==> config.mk <==
export PLATFORM = sky130hd
export DESIGN_NAME = y86_exec_alu
export DESIGN_NICKNAME = d
export VERILOG_FILES = /design/src/rtl/y86alu_pkg.sv /design/src/rtl/alu_datapath.sv /design/src/rtl/flag_reg.sv /design/src/rtl/cond_eval.sv /design/src/rtl/y86_exec_alu.sv
export SDC_FILE = /design/constraint.sdc
export NUM_CORES = 1
export LEC_CHECK = 0
export ABC_CLOCK_PERIOD_IN_PS = 10550
export BUFFER_PORTS_ARGS = -buffer_cell sky130_fd_sc_hd__buf_2
export CAP_MARGIN = 40
export CORE_UTILIZATION = 25
export CTS_CLUSTER_SIZE = 12
export DETAILED_ROUTE_END_ITERATION = 6
export GPL_TIMING_DRIVEN = 1
export SLEW_MARGIN = 25
export SYNTH_ARGS = -nofsm -noshare
export SYNTH_HDL_FRONTEND = slang
export SYNTH_SLANG_ARGS = --single-unit
==> constraint.sdc <==
create_clock -name clk -period 10.55 [get_ports clk]
set_input_delay 1.055 -clock clk [delete_from_list [all_inputs] [get_ports clk]]
set_output_delay 1.055 -clock clk [all_outputs]
set_load 0.005 [all_outputs]
==> src/rtl/y86alu_pkg.sv <==
// Package: shared widths, operation and condition encodings, flag type
// for the Y86 execute-stage ALU.
package y86alu_pkg;

    parameter int unsigned DATA_W = 64;
    parameter int unsigned FN_W   = 4;
    parameter int unsigned COND_W = 3;

    // OPq function codes
    typedef enum logic [FN_W-1:0] {
        FN_ADD = 4'd0,
        FN_SUB = 4'd1,
        FN_AND = 4'd2,
        FN_XOR = 4'd3
    } alu_fn_e;

    // Condition selector codes for moves and jumps
    typedef enum logic [COND_W-1:0] {
        CC_ALWAYS = 3'd0,
        CC_LE     = 3'd1,
        CC_LT     = 3'd2,
        CC_EQ     = 3'd3,
        CC_NE     = 3'd4,
        CC_GE     = 3'd5,
        CC_GT     = 3'd6,
        CC_RSVD   = 3'd7
    } cond_e;

    // Stored condition flags
    typedef struct packed {
        logic z;
        logic s;
        logic o;
    } flags_t;

endpackage

==> src/rtl/alu_datapath.sv <==
// Module: alu_datapath
// Combinational OPq datapath. Add and subtract share one adder: subtract
// feeds the inverted source operand with a carry-in of one. The module
// also produces the signed overflow, zero and sign of the result.
// Assumes: op_b is the destination (minuend), op_a is the source.
// Undefined codes yield a zero result, no overflow and fn_ok low.
module alu_datapath
    import y86alu_pkg::*;
#(
    parameter int unsigned DATA_W  = y86alu_pkg::DATA_W,
    parameter int unsigned CHUNK_W = 16
) (
    input  logic [DATA_W-1:0] op_a,
    input  logic [DATA_W-1:0] op_b,
    input  logic [FN_W-1:0]   fn,
    output logic [DATA_W-1:0] res,
    output logic              ovf,
    output logic              fn_ok,
    output logic              is_zero,
    output logic              is_neg
);

    localparam int unsigned MSB     = DATA_W - 1;
    localparam int unsigned N_CHUNK = (DATA_W + CHUNK_W - 1) / CHUNK_W;
    localparam int unsigned PAD_W   = N_CHUNK * CHUNK_W;

    logic              sub_sel;
    logic [DATA_W-1:0] addend;
    logic [DATA_W-1:0] sum;
    logic              sum_ovf;
    logic [PAD_W-1:0]  res_pad;
    logic [N_CHUNK-1:0] chunk_nz;

    // Shared adder: subtract turns into b + ~a + 1
    always_comb begin
        sub_sel = (fn == FN_SUB);
        addend  = sub_sel ? ~op_a : op_a;
        sum     = op_b + addend + {{(DATA_W-1){1'b0}}, sub_sel};
        sum_ovf = (op_b[MSB] == addend[MSB]) && (sum[MSB] != op_b[MSB]);
    end

    // Result and overflow selection by function code
    always_comb begin
        fn_ok = 1'b1;
        res   = '0;
        ovf   = 1'b0;
        case (fn)
            FN_ADD, FN_SUB: begin
                res = sum;
                ovf = sum_ovf;
            end
            FN_AND: res = op_b & op_a;
            FN_XOR: res = op_b ^ op_a;
            default: fn_ok = 1'b0;
        endcase
    end

    // Pad the result to a whole number of chunks for zero detection
    always_comb begin
        res_pad             = '0;
        res_pad[DATA_W-1:0] = res;
    end

    // Zero detection as a two-level OR tree over fixed-size chunks
    for (genvar g = 0; g < N_CHUNK; g++) begin : g_zchunk
        assign chunk_nz[g] = |res_pad[g*CHUNK_W +: CHUNK_W];
    end

    assign is_zero = ~|chunk_nz;
    assign is_neg  = res[MSB];

endmodule

==> src/rtl/flag_reg.sv <==
// Module: flag_reg
// Condition-flag register. On each rising edge a halt clears all flags,
// a valid OPq loads fresh flags, and anything else holds them.
// Assumes: nxt_o is already zero for logical operations; reset is
// synchronous and active low.
module flag_reg
    import y86alu_pkg::*;
(
    input  logic   clk,
    input  logic   rst_n,
    input  logic   is_opq,
    input  logic   is_halt,
    input  logic   fn_ok,
    input  logic   logic_op,
    input  logic   nxt_z,
    input  logic   nxt_s,
    input  logic   nxt_o,
    output flags_t flags
);

    // Flag update with halt priority over OPq
    always_ff @(posedge clk) begin
        if (!rst_n) begin
            flags <= '0;
        end else if (is_halt) begin
            flags <= '0;
        end else if (is_opq && fn_ok) begin
            flags <= '{z: nxt_z, s: nxt_s, o: nxt_o};
        end
    end

    // halt clears every flag
    p_halt_clear_r6: assert property (@(posedge clk) disable iff (!rst_n)
        is_halt |=> (flags == '0));

    // no strobe keeps flags
    p_hold_r7: assert property (@(posedge clk) disable iff (!rst_n)
        (!is_halt && !is_opq) |=> $stable(flags));

    // logical operations leave O clear
    p_no_overflow_r4: assert property (@(posedge clk) disable iff (!rst_n)
        (is_opq && !is_halt && fn_ok && logic_op) |=> !flags.o);

endmodule

==> src/rtl/cond_eval.sv <==
// Module: cond_eval
// Turns the stored flags and a 3-bit selector into the cnd bit.
// Assumes: signed comparisons follow lt = S xor O; the reserved code
// evaluates false.
module cond_eval
    import y86alu_pkg::*;
(
    input  flags_t            flags,
    input  logic [COND_W-1:0] cond,
    output logic              cnd
);

    logic lt;
    logic le;

    // Derived signed relations
    always_comb begin
        lt = flags.s ^ flags.o;
        le = lt | flags.z;
    end

    // Selector decode
    always_comb begin
        case (cond)
            CC_ALWAYS: cnd = 1'b1;
            CC_LE:     cnd = le;
            CC_LT:     cnd = lt;
            CC_EQ:     cnd = flags.z;
            CC_NE:     cnd = ~flags.z;
            CC_GE:     cnd = ~lt;
            CC_GT:     cnd = ~le;
            default:   cnd = 1'b0;
        endcase
    end

endmodule

==> src/rtl/y86_exec_alu.sv <==
// Module: y86_exec_alu (top)
// Execute-stage ALU with stored condition flags and a condition evaluator.
// Assumes: at most one instruction per cycle. When is_opq and is_halt
// are both high, halt wins. val_e, bad_fn and cnd are combinational.
module y86_exec_alu
    import y86alu_pkg::*;
#(
    parameter int unsigned DATA_W = y86alu_pkg::DATA_W
) (
    input  logic              clk,
    input  logic              rst_n,
    input  logic [DATA_W-1:0] src_val,
    input  logic [DATA_W-1:0] dst_val,
    input  logic [FN_W-1:0]   alu_fn,
    input  logic              is_opq,
    input  logic              is_halt,
    input  logic [COND_W-1:0] cond_sel,
    output logic [DATA_W-1:0] val_e,
    output logic              bad_fn,
    output logic              cnd,
    output logic              zf,
    output logic              sf,
    output logic              of
);

    logic   fn_ok;
    logic   res_ovf;
    logic   res_zero;
    logic   res_neg;
    logic   logic_op;
    flags_t flags;

    alu_datapath #(.DATA_W(DATA_W)) u_dp (
        .op_a    (src_val),
        .op_b    (dst_val),
        .fn      (alu_fn),
        .res     (val_e),
        .ovf     (res_ovf),
        .fn_ok   (fn_ok),
        .is_zero (res_zero),
        .is_neg  (res_neg)
    );

    // Logical-operation indicator for the flag checker
    always_comb logic_op = (alu_fn == FN_AND) || (alu_fn == FN_XOR);

    flag_reg u_flags (
        .clk      (clk),
        .rst_n    (rst_n),
        .is_opq   (is_opq),
        .is_halt  (is_halt),
        .fn_ok    (fn_ok),
        .logic_op (logic_op),
        .nxt_z    (res_zero),
        .nxt_s    (res_neg),
        .nxt_o    (res_ovf),
        .flags    (flags)
    );

    cond_eval u_cond (
        .flags (flags),
        .cond  (cond_sel),
        .cnd   (cnd)
    );

    // Output mapping
    always_comb begin
        bad_fn = is_opq & ~fn_ok;
        zf     = flags.z;
        sf     = flags.s;
        of     = flags.o;
    end

    // an undefined code keeps the flags
    p_bad_fn_hold_r8: assert property (@(posedge clk) disable iff (!rst_n)
        (is_opq && !is_halt && bad_fn) |=> $stable({zf, sf, of}));

    // Z and S follow the result that was presented
    p_zero_sign_r3: assert property (@(posedge clk) disable iff (!rst_n)
        (is_opq && !is_halt && !bad_fn) |=>
            ((zf == ($past(val_e) == '0)) && (sf == $past(val_e[DATA_W-1]))));

    // the always code is true
    p_always_r9: assert property (@(posedge clk) disable iff (!rst_n)
        (cond_sel == 3'd0) |-> cnd);

    // the equal code tracks Z
    p_equal_r9: assert property (@(posedge clk) disable iff (!rst_n)
        (cond_sel == 3'd3) |-> (cnd == zf));

    // the reserved code is false
    p_reserved_r10: assert property (@(posedge clk) disable iff (!rst_n)
        (cond_sel == 3'd7) |-> !cnd);

endmodule

# == After elaboration in Yosys (flattened, before gate mapping) ==
# Cells that the tools add are included.
# word_totals
reg_bits,3
inputBits,139
out_inout_bits,69
wordCells,41
# op_classes
addsub,2
n_eq_ne,11
mux,5
bitwise,11
reduce_logical,9
# ops
op,count
$pmux 64 s3,1
$add 64x1->64,1
$add 64x64->64,1
$and 64x64->64,1
$mux 64,1
$not 64->64,1
$reduce_or 64->1,1
$xor 64x64->64,1
$eq 3x3->1 const B,3
$eq 4x2->1 const B,2
$pmux 1 s7,1
$eq 3x2->1 const B,2
$not 1->1,5
$eq 4x1->1 const B,1
$logic_not 4->1,1
$reduce_or 2->1,2
$reduce_or 4->1,1
$eq 3x1->1 const B,1
$logic_not 3->1,1
$logic_and 1x1->1,2
$mux 1,2
$and 1x1->1,1
$eq 1x1->1,1
$logic_not 1->1,1
3 further kinds,3

# == Longest topological paths before layout ==
# Gate-level depths: netlist of run 1.
# depth
word_depth,7
mapped_depth,19
depth_no_buf,16

# == Modules after synthesis ==
# From an unflattened synthesis of run 1, not the netlist that was laid out.
# unflattened
hier_cells,1052
area_unflattened_um2,7678.6
# by_module_without_submodules
module,n_inst,cells_each,area_per_inst_um2,seq_area_each_um2
alu_datapath,1,1028,7460.9,0.0
flag_reg,1,13,126.4,60.1
cond_eval,1,9,72.6,0.0
y86_exec_alu,1,2,18.8,0.0

# == Least setup slack after synthesis of run 1 ==
# OpenSTA, ideal clock, no wires.
# synth_path
kind,input-to-output
from,in alu_fn[1]
to,out val_e[58]
t_arrival_ps,5404
required_time_ps,9495
slack_ps,4091
cell_stages,15
n_path_buf,3
path_cell_list,buf_6 or4b_4 clkbuf_1 clkbuf_1 o21a_1 fa_1 nand2b_1 a211oi_1 o21a_1 o211ai_1 a211o_1 and2_1 o311ai_0 a21oi_1 a311o_1
# synth_between
elab_chain_cells,5
word_cells_on_any_way,9
cone_classes,add/sub (2); eq/ne (3); mux (2); reduce/logical (2)
# synth_rtl
item,line_no,rtl
"start, declared",y86_exec_alu.sv:14,"input logic [FN_W-1:0] alu_fn,"
$eq 4x1->1,"alu_datapath.sv:36, alu_datapath.sv:47",
$mux 64,alu_datapath.sv:37,addend = sub_sel ? ~op_a : op_a;
$add 64x64->64,alu_datapath.sv:38,"sum = op_b + addend + {{(DATA_W-1){1'b0}}, sub_sel};"
$add 64x1->64,alu_datapath.sv:38,
$pmux 64 s3 (*),alu_datapath.sv:47,case (fn)
"end, declared",y86_exec_alu.sv:18,"output logic [DATA_W-1:0] val_e,"
# Every way passes the cells marked *; elsewhere a longest branch is shown, timed or not.

# == Final worst setup path of run 1 ==
# layout_path
from,in alu_fn[0]
to,out val_e[58]
# Same word-level chain as after synthesis.

==> results of run 1 <==
per-stage QoR:
step           setup WS (ns)  hold slack [ns]  utilization (%)  total power, mW  instances
2_1_floorplan           4.09            0.508                -            0.372       1093
3_3_place_gp            2.97            0.531             30.2            0.560       1639
3_5_place_dp            2.86            0.537             30.2            0.563       1639
4_1_cts                 2.84            0.539             30.5            0.627       1643
5_1_grt                 2.41            0.563             30.6            0.692       1648
6_report                2.82            0.532             30.6            0.636       1648
where the power goes:
| part | internal (mW) | switching [mW] |
|---|---|---|
| clock | 0.0499 | 0.0102 |
| combinational | 0.215 | 0.350 |
| sequential | 0.0115 | 0.0000985 |
| total | 0.276 | 0.360 |
cells by family after synthesis:
group	count (synthesis)	share of synthesized area, %
AO/OA/AOI/OAI	356	29.9
AND/OR/NAND/NOR	350	22.9
adder cells (fa/ha/maj)	135	22.0
XOR/XNOR	99	11.3
buffers and inverters	84	4.36
multiplexers	66	8.78
flip-flops	3	0.780
worst register-to-register path: cells and delay by family, from the launching register on:
kind / cells / cell delay [ns]
flip-flops: 1 / 0.40
AO/OA/AOI/OAI: 1 / 0.08
AND/OR/NAND/NOR: 1 / 0.12
worst max-delay path by stage:
stage / cells after the start / start / end / slack (ns)
finish: 16 / alu_fn[0] / val_e[58] / 2.82
global placement: 15 / alu_fn[0] / val_e[58] / 2.97
detailed placement: 17 / alu_fn[0] / val_e[63] / 2.86
global route: 17 / alu_fn[0] / val_e[58] / 2.41
floorplan: 15 / alu_fn[1] / val_e[58] / 4.09
CTS: 17 / alu_fn[0] / val_e[63] / 2.84
routing by layer:
metal  track usage [%]  wire length [um]  part of all wire (%)
met5                 0                10                 0.029
met4              6.23              1130                   3.2
met3              2.72              2480                   7.1
met2              35.8             15900                    46
met1              28.8             15300                    44
final cells by class:
type                       count  area [um2]  share of cell area [%]
antenna                        1        2.50                  0.0273
multi-input combinational   1006        7310                    79.6
timing repair buffer         219        1150                    12.5
sequential                     3        60.1                   0.654
clock buffer                   4        78.8                   0.859
tap                          390         488                    5.32
inverter                      25        93.8                    1.02
placed cells by master, fill, tap and decap left out, types with 14 or more instances in the layout:
master,count
sky130_fd_sc_hd__o21a_1,17
sky130_fd_sc_hd__mux2i_1,54
sky130_fd_sc_hd__nand3_1,20
sky130_fd_sc_hd__nand4_1,34
sky130_fd_sc_hd__nor4_1,17
sky130_fd_sc_hd__xnor2_1,86
sky130_fd_sc_hd__o22ai_1,15
sky130_fd_sc_hd__a211oi_1,14
sky130_fd_sc_hd__buf_2,206
sky130_fd_sc_hd__nor2_1,82
sky130_fd_sc_hd__o21ai_0,67
sky130_fd_sc_hd__a21o_1,43
sky130_fd_sc_hd__nand2_1,101
sky130_fd_sc_hd__a21oi_1,100
sky130_fd_sc_hd__inv_1,24
sky130_fd_sc_hd__nor3_1,26
sky130_fd_sc_hd__ha_1,134
==> summary.txt, run 1 <==
Synthesis
  – Syn. warnings: 0
  – Post-synthesis net count: 1367
  – Fraction of post-synthesis cell area in the top cell type by area: 21.8%
  – Post-synthesis instance area: 7700 um2
  – Avg Inst Size Synth: 7.04 um2
  – Dominant cells by area after synthesis: sky130_fd_sc_hd__ha_1 (22%), sky130_fd_sc_hd__xnor2_1 (9.8%), sky130_fd_sc_hd__mux2i_1 (7.0%)
  – Most instantiated cells after synthesis: sky130_fd_sc_hd__ha_1 (134), sky130_fd_sc_hd__nand2_1 (101), sky130_fd_sc_hd__a21oi_1 (100)
  – Cell variety after synth: 74
  – Cell count after synthesis: 1093
  – Cell taking the most area after synthesis: sky130_fd_sc_hd__ha_1
  – Number of synthesized flops with an enable pin: 0
  – Share of synthesized flip-flops with an asynchronous set or reset: 0%
  – Seq/Total Area, Yosys: 0.780%
  – Flops & latches, synth: 3
  – Most used flip-flop cell after synthesis: sky130_fd_sc_hd__dfxtp_1
  – Most frequent cell after synthesis: sky130_fd_sc_hd__ha_1

Clock network
  – CTS resizes: 0
  – Maximum clock insertion buffer count: 2
  – CTS buffer count: 3
  – Library cell used as clock root buffer: sky130_fd_sc_hd__clkbuf_16
  – CTS clock-pin slew for the worst setup and hold paths: 0.03 ns
  – Sinks on Clock Net: 3
  – Count of hold-fix buffers inserted at cts: 0
  – Level count of the clock H-tree: 1
  – CTS tree: built
  – Number of setup buffers added after CTS: 0
  – Clock latency on the worst-skew pair: 0.22 ns

Layout
  – Synth-to-layout area growth: 19.2%
  – Registers with the most flip-flops: u_flags.flags x3
  – Number of nets at the end of the flow: 1532
  – Filler cells: 3306
  – Number of flip-flops in the largest register: 3
  – Register name with the most flops: u_flags.flags
  – Design Area, Final: 9180 um2
  – Fraction of layout cells with a size suffix above 1: 19.6%

Floorplanning
  – Total I/O pin count: 208
  – Initial standard-cell utilization of the core: 25.7%
  – Core Region: 30000 um2
  – Number of rows in the core area: 63
  – Area of the die: 31500 um2
  – Y dimension of the die: 177 um
  – Die width: 177 um

Timing
  – Hold Violations, Final: 0
  – Unrepaired setup endpoints after global routing: false
  – Transition time of the tightest slew-check pin: 0.889 ns
  – Post-layout minimum cycle time: 7.73 ns
  – Final setup viols: 0
  – Final max-slew violation count: 0
  – Summed negative setup slack over all endpoints: 0 ns
  – Worst slew margin: 40.2%
  – Largest clock skew in the final design: 0 ns
  – F_max: 0.129 GHz
  – Final worst path period share: 73.3%

Worst setup path
  – Kind of cell adding the most delay to the critical path: compound AO/OA/AOI/OAI gates
  – R2R Setup Slk: 9.87 ns
  – WS Path Type: primary input to primary output
  – Largest incremental delay on the critical path: 0.74 ns
  – Capturing point of the worst reg2reg path: u_flags.flags[2]$_SDFFE_PP0P_
  – Buffers and inverters on the worst path: 4
  – Data required time of the critical path: 9.50 ns
  – CP Cell Sequence: buf_4 -> or4b_4 -> buf_12 -> xnor2_1 -> inv_1 -> fa_1 -> nand2b_1 -> a211oi_1 -> o21a_1 -> o211ai_1 -> a211o_1 -> and2_1 -> o311ai_0 -> a21oi_1 -> a311o_1 -> buf_2
  – Logic depth of the worst register-to-register path: 2
  – Slowest cell on the critical path: sky130_fd_sc_hd__or4b_4
  – Worst EP arrival: 6.68 ns
  – Worst setup EP type: primary output
  – Reg-to-reg critical path startpoint: u_flags.flags[2]$_SDFFE_PP0P_
  – Worst-path maximum fanout: 26
  – Setup crit start kind: primary input

Global routing
  – First-pass GRT wire length: 52700 um
  – Number of antenna violations at the first check in global routing: 2
  – Global Route Usage Sum: 21.5%
  – Largest net degree at the start of global routing: 51
  – Via count of the first global-routing pass: 8930
  – GR Overflow Total: 0

Route
  – Vias per std cell: 5.66
  – Total length of routed wires: 34900 um
  – Number of iterations in the first detailed-routing pass: 5
  – Final routed wire length divided by cell count: 21.2 um
  – Number of vias in the routed layout: 9321
  – Residual DRC count: 0
  – Post-DRT Antenna Nets: 0
  – Starting DRC count in detailed routing: 696

Worst hold path
  – Worst hold path stage count: 2
  – Source of the worst hold timing path: u_flags.flags[1]$_SDFFE_PP0P_
  – HP Class: flop to flop
  – Endpoint of the worst hold-timing path: u_flags.flags[1]$_SDFFE_PP0P_

Placement
  – Instance area after placement: 9050 um2
  – Routability congestion estimate: 0.974
  – Number of I/O port buffers: 207
  – Half-perimeter wire length after placement: 28900 um

Power and ir drop
  – Pleak: 4.29 nW
  – IR Drop Worst-Case VDD: 0.0339 mV
  – Power density normalized to cell area: 69.3 nW/um2

Job
  – Max cap viols: 0

Status
  – Run status: finished, final reports clean
(Power assumes the default switching activity.)
==> run 2, diff against run 1 <==
Settings changed: ABC_CLOCK_PERIOD_IN_PS 10550 to 6500.
Clock period 10.55 ns to 6.5 ns, I/O delays scaled along.
==> summary.txt, run 2 (same netlist as run 1, synthesis figures left out) <==
Status
  – Run status: finished, final reports clean (unchanged)

Route
  – Post-DRT Antenna Nets: 0 (unchanged)
  – Vias per std cell: 5.64 (was 5.66)
  – Number of vias in the routed layout: 9349 (was 9321)
  – Total length of routed wires: 34500 um (was 34900 um)
  – Number of iterations in the first detailed-routing pass: 5 (unchanged)
  – Final routed wire length divided by cell count: 20.8 um (was 21.2 um)
  – Residual DRC count: 0 (unchanged)
  – Starting DRC count in detailed routing: 802 (was 696)

Floorplanning
  – Y dimension of the die: 177 um (unchanged)
  – Core Region: 30000 um2 (unchanged)
  – Total I/O pin count: 208 (unchanged)
  – Initial standard-cell utilization of the core: 25.7% (unchanged)
  – Number of rows in the core area: 63 (unchanged)
  – Area of the die: 31500 um2 (unchanged)
  – Die width: 177 um (unchanged)

Power and ir drop
  – Clock group share of total power: 9.3% (was 9.4%)
  – Switching share of total power: 55.9% (was 56.6%)
  – Cell-internal power: 461 uW (was 276 uW)
  – NetSw: 585 uW (was 360 uW)
  – Power density normalized to cell area: 113 nW/um2 (was 69.3 nW/um2)
  – Pleak: 4.35 nW (was 4.29 nW)
  – IR Drop Worst-Case VDD: 0.0563 mV (was 0.0339 mV)
  – Relative contribution of sequential cells to total power: 1.8% (about the same)
  – Proportion of power drawn by combinational gates: 88.8% (was 88.7%)

Worst setup path
  – WS Path Type: primary input to flop (was primary input to primary output)
  – Worst-path maximum fanout: 24 (was 26)
  – Setup crit start kind: primary input (unchanged)
  – Worst EP arrival: 6.12 ns (was 6.68 ns)
  – Data required time of the critical path: 6.65 ns (was 9.50 ns)
  – Worst setup EP type: flop (was primary output)

Layout
  – Fraction of layout cells with a size suffix above 1: 20.3% (was 19.6%)
  – Highest-count cells in the layout ignoring fill and taps: sky130_fd_sc_hd__buf_2 (206), sky130_fd_sc_hd__ha_1 (134), sky130_fd_sc_hd__nand2_1 (101) (unchanged)
  – Registers with the most flip-flops: u_flags.flags x3 (unchanged)
  – Most common library cell in the layout ignoring fill and taps: sky130_fd_sc_hd__buf_2 (unchanged)
  – Number of flip-flops in the largest register: 3 (unchanged)
  – Synth-to-layout area growth: 20.3% (was 19.2%)
  – Layout Cells excl Fill: 1659 (was 1648)
  – Design Area, Final: 9260 um2 (was 9180 um2)
  – Register name with the most flops: u_flags.flags (unchanged)
  – Number of nets at the end of the flow: 1544 (was 1532)
  – Diodes inserted: 0 (was 1)

Clock network
  – Library cell used as clock root buffer: sky130_fd_sc_hd__clkbuf_16 (unchanged)
  – Count of hold-fix buffers inserted at cts: 0 (unchanged)
  – Level count of the clock H-tree: 1 (unchanged)
  – Maximum clock insertion buffer count: 2 (unchanged)
  – CTS buffer count: 3 (unchanged)
  – CTS clock-pin slew for the worst setup and hold paths: 0.03 ns (about the same)
  – CTS resizes: 0 (unchanged)
  – Number of setup buffers added after CTS: 0 (unchanged)
  – Sinks on Clock Net: 3 (unchanged)
  – CTS tree: built (unchanged)
  – Clock latency on the worst-skew pair: 0.22 ns (about the same)

Timing
  – Worst slew margin: 44.5% (was 40.2%)
  – F_max: 0.168 GHz
  – Final worst path period share: 91.7%
  – Transition time of the tightest slew-check pin: 0.823 ns (was 0.889 ns)
  – Final max-slew violation count: 0 (unchanged)
  – Hold Violations, Final: 0 (unchanged)
  – Summed negative setup slack over all endpoints: 0 ns (unchanged)
  – Setup WS post-layout: 0.537 ns (was 2.82 ns)
  – Final setup viols: 0 (unchanged)
  – Unrepaired setup endpoints after global routing: false (unchanged)
  – Post-layout minimum cycle time: 5.96 ns
  – Largest clock skew in the final design: 0 ns (unchanged)

Global routing
  – Number of antenna violations at the first check in global routing: 1 (was 2)
  – Via count of the first global-routing pass: 8810 (was 8930)
  – GR Overflow Total: 0 (unchanged)
  – Largest net degree at the start of global routing: 50 (was 51)
  – First-pass GRT wire length: 51600 um (was 52700 um)
  – Global Route Usage Sum: 21.1% (was 21.5%)

Placement
  – Routability congestion estimate: 0.953 (was 0.974)
  – Worst Setup Slack post-DPL: 0.431 ns (was 2.86 ns)
  – Cell total after placement: 1655 (was 1639)
  – Half-perimeter wire length after placement: 28800 um (was 28900 um)
  – Instance area after placement: 9180 um2 (was 9050 um2)
  – Number of I/O port buffers: 207 (unchanged)

Worst hold path
  – HP Class: flop to flop (unchanged)

Job
  – Max cap viols: 0 (unchanged)
run 2: cell types whose count changed in the layout (fill, tap and decap cells not counted), sizes merged:
| cell | before | now |
|---|---|---|
| diode | 1 | 0 |
| buf | 217 | 231 |
| clkbuf | 6 | 4 |
run 2: worst max-delay path, stage by stage:
cell,delay (ns)
sky130_fd_sc_hd__buf_2,0.14
sky130_fd_sc_hd__or4b_4,0.73
sky130_fd_sc_hd__buf_12,0.26
sky130_fd_sc_hd__xnor2_1,0.21
sky130_fd_sc_hd__ha_1,0.35
sky130_fd_sc_hd__a21oi_1,0.26
sky130_fd_sc_hd__o21ai_0,0.26
sky130_fd_sc_hd__a21oi_1,0.18
sky130_fd_sc_hd__nand3_1,0.25
sky130_fd_sc_hd__a31oi_1,0.58
sky130_fd_sc_hd__a31oi_1,0.27
sky130_fd_sc_hd__xnor2_1,0.21
sky130_fd_sc_hd__o22ai_1,0.15
sky130_fd_sc_hd__nor4_1,0.64
sky130_fd_sc_hd__nor4b_1,0.46
sky130_fd_sc_hd__buf_4,0.19
sky130_fd_sc_hd__nand4b_1,0.14
sky130_fd_sc_hd__o21ai_1,0.17
run 2: path summary, 6_finish.rpt:
path	slack (ns)	end	from	depth (start not counted)
max reg2reg	5.82	u_flags.flags[2]$_SDFFE_PP0P_	u_flags.flags[2]$_SDFFE_PP0P_	2
min	0.54	u_flags.flags[1]$_SDFFE_PP0P_	u_flags.flags[1]$_SDFFE_PP0P_	2
max	0.54	u_flags.flags[2]$_SDFFE_PP0P_	alu_fn[3]	18
min reg2reg	0.54	u_flags.flags[1]$_SDFFE_PP0P_	u_flags.flags[1]$_SDFFE_PP0P_	2
run 2: layout make-up:
| type | instances | area [um2] |
|---|---|---|
| fill | 3339 | 20700 |
| multi-input combinational | 1006 | 7310 |
| timing repair buffer | 231 | 1230 |
| tap | 390 | 488 |
| inverter | 25 | 93.8 |
| clock buffer | 4 | 78.8 |
| sequential | 3 | 60.1 |
run 2: routing by layer:
| layer | vias up | GRT usage (%) | part of all wire [%] |
|---|---|---|---|
| met5 | - | 0 | 0 |
| met4 | 0 | 4.49 | 2.0 |
| met3 | 34 | 1.16 | 6.3 |
| met2 | 378 | 36.0 | 47 |
| met1 | 4423 | 28.8 | 45 |
| li1 | 4514 | - | - |
run 2: power by group through the flow:
stage          Combinational [mW]  Sequential (mW)  Clock [mW]
2_1_floorplan               0.585           0.0191           0
3_3_place_gp                0.910           0.0192           0
3_5_place_dp                0.910           0.0192           0
4_1_cts                     0.916           0.0189      0.0985
5_1_grt                      1.01           0.0189       0.100
6_report                    0.929           0.0189      0.0977
run 2: metrics by stage:
step	utilization, %	hold slack, ns	power, mW
after floorplan	-	0.508	0.604
after global placement	30.6	0.541	0.929
after detailed placement	30.6	0.535	0.929
after CTS	30.9	0.539	1.03
after global routing	30.9	0.561	1.13
final	30.9	0.536	1.05
